[src/rtl/sc_status_pkg.sv]
package sc_status_pkg;
  localparam int unsigned REG_W      = 8;
  localparam int unsigned N_CLR      = 5;
  localparam int unsigned B_TXE      = 0;
  localparam int unsigned B_RXF      = 1;
  localparam int unsigned B_OVR      = 2;
  localparam int unsigned B_ERRSIG   = 3;
  localparam int unsigned B_PAR      = 4;
  localparam int unsigned B_TXDONE   = 5;
  localparam int unsigned B_MPB_RX   = 6;
  localparam int unsigned B_MPB_TX   = 7;
  localparam logic [N_CLR-1:0] CLR_RST = 5'b00001;
endpackage

[src/rtl/sc_flag_cell.sv]
module sc_flag_cell #(
  parameter logic RST_VAL = 1'b0
) (
  input  logic clk_i,
  input  logic rst_ni,
  input  logic set_i,
  input  logic hw_clr_i,
  input  logic rd_i,
  input  logic wr_i,
  input  logic wbit_i,
  output logic q_o,
  output logic clr_o
);
  logic q_q, seen_q, qual_clr;

  assign qual_clr = wr_i && !wbit_i && seen_q;
  assign clr_o    = qual_clr || hw_clr_i;
  assign q_o      = q_q;

  always_ff @(posedge clk_i or negedge rst_ni) begin
    if (!rst_ni) begin
      q_q <= RST_VAL;
    end else if (set_i) begin
      q_q <= 1'b1;
    end else if (clr_o) begin
      q_q <= 1'b0;
    end
  end

  // qualification: latched on read, dropped on any write or hardware clear
  always_ff @(posedge clk_i or negedge rst_ni) begin
    if (!rst_ni) begin
      seen_q <= 1'b0;
    end else if (wr_i || hw_clr_i) begin
      seen_q <= 1'b0;
    end else if (rd_i) begin
      seen_q <= q_q;
    end
  end

  p_wr1_keeps_r2: assert property (@(posedge clk_i) disable iff (!rst_ni)
    (q_q && wr_i && wbit_i && !hw_clr_i) |=> q_q);
  p_stale_keeps_r3: assert property (@(posedge clk_i) disable iff (!rst_ni)
    (q_q && wr_i && !seen_q && !hw_clr_i) |=> q_q);
endmodule

[src/rtl/sc_etu_delay.sv]
module sc_etu_delay #(
  parameter int unsigned HALF_NORM = 5,
  parameter int unsigned HALF_GM   = 2
) (
  input  logic clk_i,
  input  logic rst_ni,
  input  logic start_i,
  input  logic cancel_i,
  input  logic guard_i,
  input  logic tick_i,
  output logic fire_o
);
  localparam int unsigned MAXH  = (HALF_NORM > HALF_GM) ? HALF_NORM : HALF_GM;
  localparam int unsigned CNT_W = $clog2(MAXH + 1);

  logic             active_q;
  logic [CNT_W-1:0] cnt_q, tgt_q;
  logic             last;

  assign last   = (cnt_q == tgt_q - CNT_W'(1));
  assign fire_o = active_q && tick_i && last && !start_i && !cancel_i;

  always_ff @(posedge clk_i or negedge rst_ni) begin
    if (!rst_ni) begin
      active_q <= 1'b0;
      cnt_q    <= '0;
      tgt_q    <= CNT_W'(HALF_NORM);
    end else if (start_i) begin
      active_q <= 1'b1;
      cnt_q    <= '0;
      tgt_q    <= guard_i ? CNT_W'(HALF_GM) : CNT_W'(HALF_NORM);
    end else if (cancel_i) begin
      active_q <= 1'b0;
      cnt_q    <= '0;
    end else if (active_q && tick_i) begin
      if (last) begin
        active_q <= 1'b0;
        cnt_q    <= '0;
      end else begin
        cnt_q <= cnt_q + CNT_W'(1);
      end
    end
  end

  p_cancel_idle_r11: assert property (@(posedge clk_i) disable iff (!rst_ni)
    (cancel_i && !start_i) |=> !active_q);
endmodule

[src/rtl/sc_status_unit.sv]
module sc_status_unit
  import sc_status_pkg::*;
#(
  parameter int unsigned HALF_NORM = 5,
  parameter int unsigned HALF_GM   = 2
) (
  input  logic             clk_i,
  input  logic             rst_ni,
  input  logic             standby_i,
  input  logic             tx_en_i,
  input  logic             guard_mode_i,
  input  logic             parity_odd_i,
  input  logic             tdr_to_tsr_i,
  input  logic             tx_byte_done_i,
  input  logic             half_etu_tick_i,
  input  logic             rx_done_i,
  input  logic [REG_W-1:0] rx_data_i,
  input  logic             rx_parity_i,
  input  logic             rx_mpb_i,
  input  logic             err_sig_low_i,
  input  logic             dma_tx_wr_i,
  input  logic             dma_rx_rd_i,
  input  logic             reg_rd_i,
  input  logic             reg_wr_i,
  input  logic [REG_W-1:0] reg_wdata_i,
  output logic [REG_W-1:0] reg_rdata_o,
  output logic             mpb_tx_o
);
  logic [N_CLR-1:0] set_v, hwclr_v, flag_q, clr_ev;
  logic par_bad, rx_ok, fire, tend_q, tend_set, mpb_rx_q, mpb_tx_q;

  assign par_bad = (^{rx_data_i, rx_parity_i}) ^ parity_odd_i;
  assign rx_ok   = rx_done_i && !flag_q[B_RXF] && !par_bad;

  always_comb begin
    set_v             = '0;
    hwclr_v           = '0;
    set_v[B_TXE]      = !tx_en_i || tdr_to_tsr_i;
    set_v[B_RXF]      = rx_ok;
    set_v[B_OVR]      = rx_done_i && flag_q[B_RXF];
    set_v[B_ERRSIG]   = err_sig_low_i;
    set_v[B_PAR]      = rx_done_i && !flag_q[B_RXF] && par_bad;
    hwclr_v[B_TXE]    = dma_tx_wr_i;
    hwclr_v[B_RXF]    = dma_rx_rd_i;
    hwclr_v[B_ERRSIG] = standby_i;
  end

  for (genvar i = 0; i < N_CLR; i++) begin : g_flag
    sc_flag_cell #(.RST_VAL(CLR_RST[i])) u_cell (
      .clk_i   (clk_i),
      .rst_ni  (rst_ni),
      .set_i   (set_v[i]),
      .hw_clr_i(hwclr_v[i]),
      .rd_i    (reg_rd_i),
      .wr_i    (reg_wr_i),
      .wbit_i  (reg_wdata_i[i]),
      .q_o     (flag_q[i]),
      .clr_o   (clr_ev[i])
    );
  end

  sc_etu_delay #(.HALF_NORM(HALF_NORM), .HALF_GM(HALF_GM)) u_delay (
    .clk_i   (clk_i),
    .rst_ni  (rst_ni),
    .start_i (tx_byte_done_i),
    .cancel_i(tdr_to_tsr_i),
    .guard_i (guard_mode_i),
    .tick_i  (half_etu_tick_i),
    .fire_o  (fire)
  );

  assign tend_set = !flag_q[B_ERRSIG] && (!tx_en_i || (fire && flag_q[B_TXE]));

  always_ff @(posedge clk_i or negedge rst_ni) begin
    if (!rst_ni) begin
      tend_q <= 1'b1;
    end else if (tend_set) begin
      tend_q <= 1'b1;
    end else if (clr_ev[B_TXE]) begin
      tend_q <= 1'b0;
    end
  end

  always_ff @(posedge clk_i or negedge rst_ni) begin
    if (!rst_ni) begin
      mpb_rx_q <= 1'b0;
      mpb_tx_q <= 1'b0;
    end else begin
      if (rx_ok)    mpb_rx_q <= rx_mpb_i;
      if (reg_wr_i) mpb_tx_q <= reg_wdata_i[B_MPB_TX];
    end
  end

  assign reg_rdata_o = {mpb_tx_q, mpb_rx_q, tend_q, flag_q};
  assign mpb_tx_o    = mpb_tx_q;

  p_overrun_r6: assert property (@(posedge clk_i) disable iff (!rst_ni)
    (rx_done_i && flag_q[B_RXF] && !reg_wr_i && !dma_rx_rd_i)
    |=> (flag_q[B_OVR] && flag_q[B_RXF] && $stable(mpb_rx_q)));
  p_tend_gate_r9: assert property (@(posedge clk_i) disable iff (!rst_ni)
    $rose(tend_q) |-> !$past(flag_q[B_ERRSIG]));
  p_tend_clear_r10: assert property (@(posedge clk_i) disable iff (!rst_ni)
    $fell(tend_q) |-> $past(clr_ev[B_TXE]));
  p_errsig_txen_r8: assert property (@(posedge clk_i) disable iff (!rst_ni)
    (flag_q[B_ERRSIG] && !standby_i && !reg_wr_i) |=> flag_q[B_ERRSIG]);
endmodule

[config.mk]
export PLATFORM = sky130hd
export DESIGN_NAME = sc_status_unit
export DESIGN_NICKNAME = d
export VERILOG_FILES = /design/src/rtl/sc_status_pkg.sv /design/src/rtl/sc_flag_cell.sv /design/src/rtl/sc_etu_delay.sv /design/src/rtl/sc_status_unit.sv
export SDC_FILE = /design/constraint.sdc
export NUM_CORES = 1
export LEC_CHECK = 0
export CORE_ASPECT_RATIO = 0.75
export CORE_MARGIN = 4
export CORE_UTILIZATION = 40
export CTS_BUF_LIST = sky130_fd_sc_hd__clkbuf_8
export CTS_CLUSTER_DIAMETER = 80
export DETAILED_ROUTE_END_ITERATION = 10
export DONT_BUFFER_PORTS = 1
export PLACE_DENSITY = 0.6
export SLEW_MARGIN = 40
export SYNTH_ARGS = -nofsm -noshare
export SYNTH_HDL_FRONTEND = slang
export SYNTH_SLANG_ARGS = --single-unit
[constraint.sdc]
create_clock -name clk_i -period 2.3 [get_ports clk_i]
set_input_delay 0 -clock clk_i [delete_from_list [all_inputs] [get_ports clk_i]]
set_output_delay 0 -clock clk_i [all_outputs]
set_load 0.05 [all_outputs]
Word-level counts from Yosys, hierarchy flattened --
Index checks and enable logic that the tools add are counted.
Storage, ports and cells: register bits after elaboration 20, input port bits 33, logic and storage cells 103
Operators by class: muxes and demuxes 30, reduce and logical (&&, ||, !) cells 53, add/sub/neg operators 2, eq/ne operators 1, bitwise operators 1
Operators by type and width (count):
- $mux W1 | 25
- $logic_and A1 B1 Y1 | 20
- $reduce_bool A2 Y1 | 10
- $mux W3 | 5
- $logic_not A1 Y1 | 11
- $reduce_xor A9 Y1 | 1
- $logic_or A1 B1 Y1 | 8
- $reduce_bool A3 Y1 | 2
- $add A3 B1 Y3 const B | 1
- $eq A3 B3 Y1 | 1
- $sub A3 B1 Y3 const B | 1
- $reduce_and A2 Y1 | 1
- $xor A1 B1 Y1 | 1

Depth between registers and ports, before layout --
depth in word-level cells 9, depth in mapped cells 7

Cells and area by module --
A second synthesis with hierarchy kept.
Unflattened totals: cell total of the unflattened synthesis 96, area, all modules 1091.0 um2
Modules (own cells, without submodules):
- sc_etu_delay | cells an instance 32, times used 1, area an instance 366.6 um2, sequential area each 151.4 um2
- sc_flag_cell at g_flag[1].u_cell ... | cells an instance 8, times used 4, area an instance 88.8 um2, sequential area each 50.0 um2
- sc_status_unit | cells an instance 24, times used 1, area an instance 279.0 um2, sequential area each 76.3 um2
- sc_flag_cell at g_flag[0].u_cell | cells an instance 8, times used 1, area an instance 90.1 um2, sequential area each 51.3 um2

Least setup slack after synthesis --
Ideal clock, no wire load.
path kind register -> register, start point register u_delay.tgt_q[0], end point register u_delay.cnt_q[2], arrival 1.755 ns, buffers on the path 0, path slack 0.451 ns, cell stages (with the launch flop) 7, path through dfstp_2 inv_1 ha_1 xor2_1 nor3_1 or4b_1 a211oi_1
On the way: word-level cells in the longest chain between the ends 6
RTL lines:
- from (decl) | RTL line sc_etu_delay.sv:17 | logic [CNT_W-1:0] cnt_q, tgt_q;
- from (signal assigned) | RTL line sc_etu_delay.sv:27 | tgt_q <= CNT_W'(HALF_NORM);
- from (signal assigned) | RTL line sc_etu_delay.sv:31 | tgt_q <= guard_i ? CNT_W'(HALF_GM) : CNT_W'(HALF_NORM);
- $sub A3 B1 Y3 | RTL line sc_etu_delay.sv:20 | assign last = (cnt_q == tgt_q - CNT_W'(1));
- $eq A3 B3 Y1 | RTL line sc_etu_delay.sv:20
- $mux W3 | RTL line sc_etu_delay.sv:36 | if (last) begin
- $mux W3 | RTL line sc_etu_delay.sv:35 | end else if (active_q && tick_i) begin
- $mux W3 | RTL line sc_etu_delay.sv:32 | end else if (cancel_i) begin
- $mux W3 | RTL line sc_etu_delay.sv:28 | end else if (start_i) begin
- to (signal assigned) | RTL line sc_etu_delay.sv:40 | cnt_q <= cnt_q + CNT_W'(1);
- to (decl) | RTL line sc_etu_delay.sv:17
Every way passes these cells. The select of a mux whose other input is x is not followed. A chain may end at the register's enable or synchronous reset.

Final worst setup path --
start point register u_delay.tgt_q[0], end point register tend_q
On the way: word-level cells in the longest chain between the ends 9, elaborated cells on any way between the ends 10, classes of those cells add/sub: 1; eq/ne: 1; mux: 1; reduce/logical: 7
RTL lines:
- $sub A3 B1 Y3 * | RTL line sc_etu_delay.sv:20
- $eq A3 B3 Y1 * | RTL line sc_etu_delay.sv:20
- $logic_and A1 B1 Y1 * (3 in series) | RTL line sc_etu_delay.sv:21 | assign fire_o = active_q && tick_i && last && !start_i && !cancel_i;
- $logic_and A1 B1 Y1 * | RTL line sc_status_unit.sv:72 | assign tend_set = !flag_q[B_ERRSIG] && (!tx_en_i || (fire && flag_q[B_TXE]));
- $logic_or A1 B1 Y1 * | RTL line sc_status_unit.sv:72
- $logic_and A1 B1 Y1 * | RTL line sc_status_unit.sv:72
- $mux W1 / $reduce_bool A2 Y1 (equally long branches)
- to (signal assigned) | RTL line sc_status_unit.sv:76 | tend_q <= 1'b1;
- to (signal assigned) | RTL line sc_status_unit.sv:78 | tend_q <= 1'b1;
- to (signal assigned) | RTL line sc_status_unit.sv:80 | tend_q <= 1'b0;
- to (decl) | RTL line sc_status_unit.sv:30 | logic par_bad, rx_ok, fire, tend_q, tend_set, mpb_rx_q, mpb_tx_q;
Mark *: on every way between the ends. The rest lies on a longest branch, timed or not.

==> results by group <==
Setup path
  • Slowest CP cell: dfstp_2
  • Critical path class: flop to flop
  • Worst Path Arrival: between 2 and 2.5 ns
  • Worst r2r path cells: 7
  • CP bufs+invs: 1
  • CP startpoint kind: flop
  • Worst-path cell chain: inv_1 -> ha_1 -> xor2_1 -> nor3_1 -> nand3_1 -> a21oi_1 -> a21o_1
  • CP endpoint kind: flop
  • CP Max Fanout: 6
  • CP required: 2.51 ns
  • Top Family by Delay on Critical Path: simple AND/OR/NAND/NOR gates
  • CP peak stage delay: 0.54 ns
  • Worst path depth: 7

Yosys
  • Mapped Avg Cell Area: 10.7 um^2
  • Post-synthesis cell count: 95
  • Sequential area share after synthesis: approximately 47%
  • Syn Nets: 130
  • Netlist Area Pre-Place: 1020 um^2
  • Ys Warns: 0
  • Register bit total from synthesis: 19
  • Yosys cell types: 27

Routing
  • Iter 0 DRT Violations: 12
  • Residual DRC: 0
  • Final ANT Viol Nets: 0
  • Wire per inst: 14.8 um
  • Vias per cell: 4.92
  • Detailed-route via count: 714
  • Pre-antenna DRT Iters: 4
  • Drt total wl: 2.14 mm

CTS
  • Post-CTS sizing: 0
  • TritonCTS clock tree: yes
  • CTS Buf Count: 3
  • Clock Path Buffers: 2
  • CTS clk-pin slew, worst paths: 0.07 ns
  • Clock sinks: 19
  • Worst skew pair latency: 0.26 ns
  • Root buf cell: clkbuf_8
  • Clock H-tree levels: 1

STA
  • Hold Vio Cnt, Final: 0
  • Final Cycle Share: between 80% and 90%
  • FMAX: 0.494 GHz
  • Final Critical Period: ~2.0 ns
  • Total negative setup slack: 0 ns
  • RSZ-0062 raised after global routing: false
  • Max_slew headroom: 58.0%
  • Setup Viol. Count Final: 0
  • Slew Viols, Final: 0
  • Final clock skew: between 0.004 and 0.005 ns
  • Slew @ Worst Pin: between 0.6 and 0.7 ns

Worst hold path
  • Worst hold stages: 4
  • HP Class: primary input to flop

Floorplanning
  • Core ar.: approximately 2400 um^2
  • Initial cell density of the core: 43.0%
  • Rows: 15
  • Io pins: 42
  • Die W: 66.2 um
  • Die H: 51.7 um
  • DIE AREA: 3420 um^2

GRT
  • Total congestion overflow: 0
  • GRT Total Usage: 13.5%
  • Pin count of the biggest net entering global routing: 20
  • Initial antenna violation count: 0
  • Global-route wire length before repair: about 3.4 mm
  • Number of global-route vias before repair: 720

Layout
  • Layout cells sized above 1: 12.6%
  • Most frequent cells in the layout: dlygate4sd3_1 (21), dfrtp_1 (16), xnor2_1 (8), nor3_1 (8)
  • Synth-to-Final Area Change: 23.6%
  • Antenna cells: 0
  • Nets@finish: 147
  • Leading cell type in the layout, fill and taps excluded: dlygate4sd3_1
  • Fin cells: ~150

Power
  • Design Power: 0.00102 W
  • Leakage: 0.561 nW
  • VDD IR-drop max: 0.000361 V
  • Psw: about 0.00039 W
  • Pwr Density: 813 nW/um^2
  • Pint: 0.000635 W
  • Sequential Power Share: 56.0%
  • Sw frac: between 30% and 40%
  • Comb power frac: 21.1%
  • Clock share of power: 22.8%

Run status
  • Status: finished, final reports clean

Placement
  • GP Congestion: 0.748
  • Post-DP HPWL: between 1 and 1.5 mm
  • Dpl cells: roughly 120
  • Port Buf Inserts: 0

Flow run
  • Max Cap Viol: 0
synth_stat cells, drive strengths merged:
| library cell | number | share of area, % |
|---|---|---|
| a211oi | 1 | 0.74 |
| a21o | 1 | 0.74 |
| a21oi | 3 | 1.5 |
| a22o | 1 | 0.86 |
| a31o | 2 | 1.7 |
| a31oi | 2 | 1.2 |
| buf | 8 | 5.9 |
| clkbuf | 3 | 1.1 |
| dfrtp | 16 | 39 |
| dfstp | 3 | 7.7 |
| ha | 2 | 2.5 |
| inv | 5 | 1.8 |
| mux2 | 3 | 3.7 |
| mux2i | 6 | 5.9 |
| nand2 | 6 | 2.2 |
| nand2b | 2 | 1.2 |
| nand3 | 2 | 0.98 |
| nand3b | 3 | 2.2 |
| nor2 | 3 | 1.1 |
| nor3 | 8 | 3.9 |
| nor3b | 1 | 0.74 |
| o21ai | 2 | 0.98 |
| or4b | 1 | 0.98 |
| xnor2 | 8 | 6.9 |
| xnor3 | 1 | 2.2 |
| xor2 | 2 | 1.7 |
registers in the layout, indices dropped and copies added, names as in the netlist:
register,flops
g_flag.u_cell.q_o,5
g_flag.u_cell.seen_q,5
mpb_rx_q,1
mpb_tx_o,1
u_delay.cnt_q,3
tend_q,1
u_delay.active_q,1
u_delay.tgt_q,2
through the flow:
step	hold WS [ns]	instance area, um^2	worst slack [ns]	utilization, %
after floorplan	-0.296	1020	0.451	-
after global placement	-0.295	996	0.317	42.1
after detailed placement	-0.295	996	0.305	42.1
after CTS	0.00727	1250	0.287	53.0
after global routing	0.0194	1260	0.0703	53.2
final	0.00288	1260	0.274	53.2
timing repair:
item,CTS,global route
endpoints found under the hold margin,38,16
hold buffers,21,1
buffers inserted,0,0
power groups by stage:
stage | sequential (W) | clock (W) | combinational, W
floorplan | 0.000436 | 0 | 0.000334
global placement | 0.000580 | 0 | 0.000153
detailed placement | 0.000582 | 0 | 0.000157
CTS | 0.000574 | 0.000241 | 0.000216
global route | 0.000581 | 0.000259 | 0.000241
finish | 0.000572 | 0.000233 | 0.000216
cell families (layout without fill, tap and decap cells):
family | after synthesis | in the layout | synth area share (%)
compound gates | 12 | 12 | 7.75
flops | 19 | 19 | 47.1
buf+inv | 16 | 32 | 8.86
simple gates | 26 | 26 | 13.4
fa+ha+maj | 2 | 2 | 2.46
xor+xnor | 11 | 11 | 10.8
mux | 9 | 9 | 9.59
final timing paths:
path | slack (ns) | startpoint | endpoint
hold reg to reg | 0.52 | u_delay.tgt_q[0] | u_delay.tgt_q[0]
hold / removal | 0.003 | reg_wdata_i[1] | g_flag[1].u_cell.q_o
setup reg to reg | 0.27 | u_delay.tgt_q[0] | tend_q
setup / recovery | 0.27 | u_delay.tgt_q[0] | tend_q
min in group asynchronous | 0.20 | rst_ni | g_flag[4].u_cell.seen_q
max in group asynchronous | 1.76 | rst_ni | u_delay.tgt_q[0]
per-layer routing:
layer	wire length [um]	track usage [%]
met1	947	17.2
met2	934	20.4
met3	240	6.26
met4	17	4.05
met5	0	0
worst min-delay path, delay by kind of cell:
kind | cells | cell delay, ns
and+or+nand+nor | 2 | 0.11
AOI/OAI and AO/OA | 1 | 0.07
buffers and inverters | 1 | 0.04
area by class of cell:
| cell class | count | area [um^2] |
|---|---|---|
| tap | 34 | 42.5 |
| multi-input combinational | 60 | 448 |
| timing repair buffer | 23 | 223 |
| inverter | 5 | 18.8 |
| clock buffer | 3 | 41.3 |
| sequential | 19 | 479 |
| clock inverter | 1 | 5.00 |
| fill | 236 | 1110 |
(Power assumes the default switching activity.)
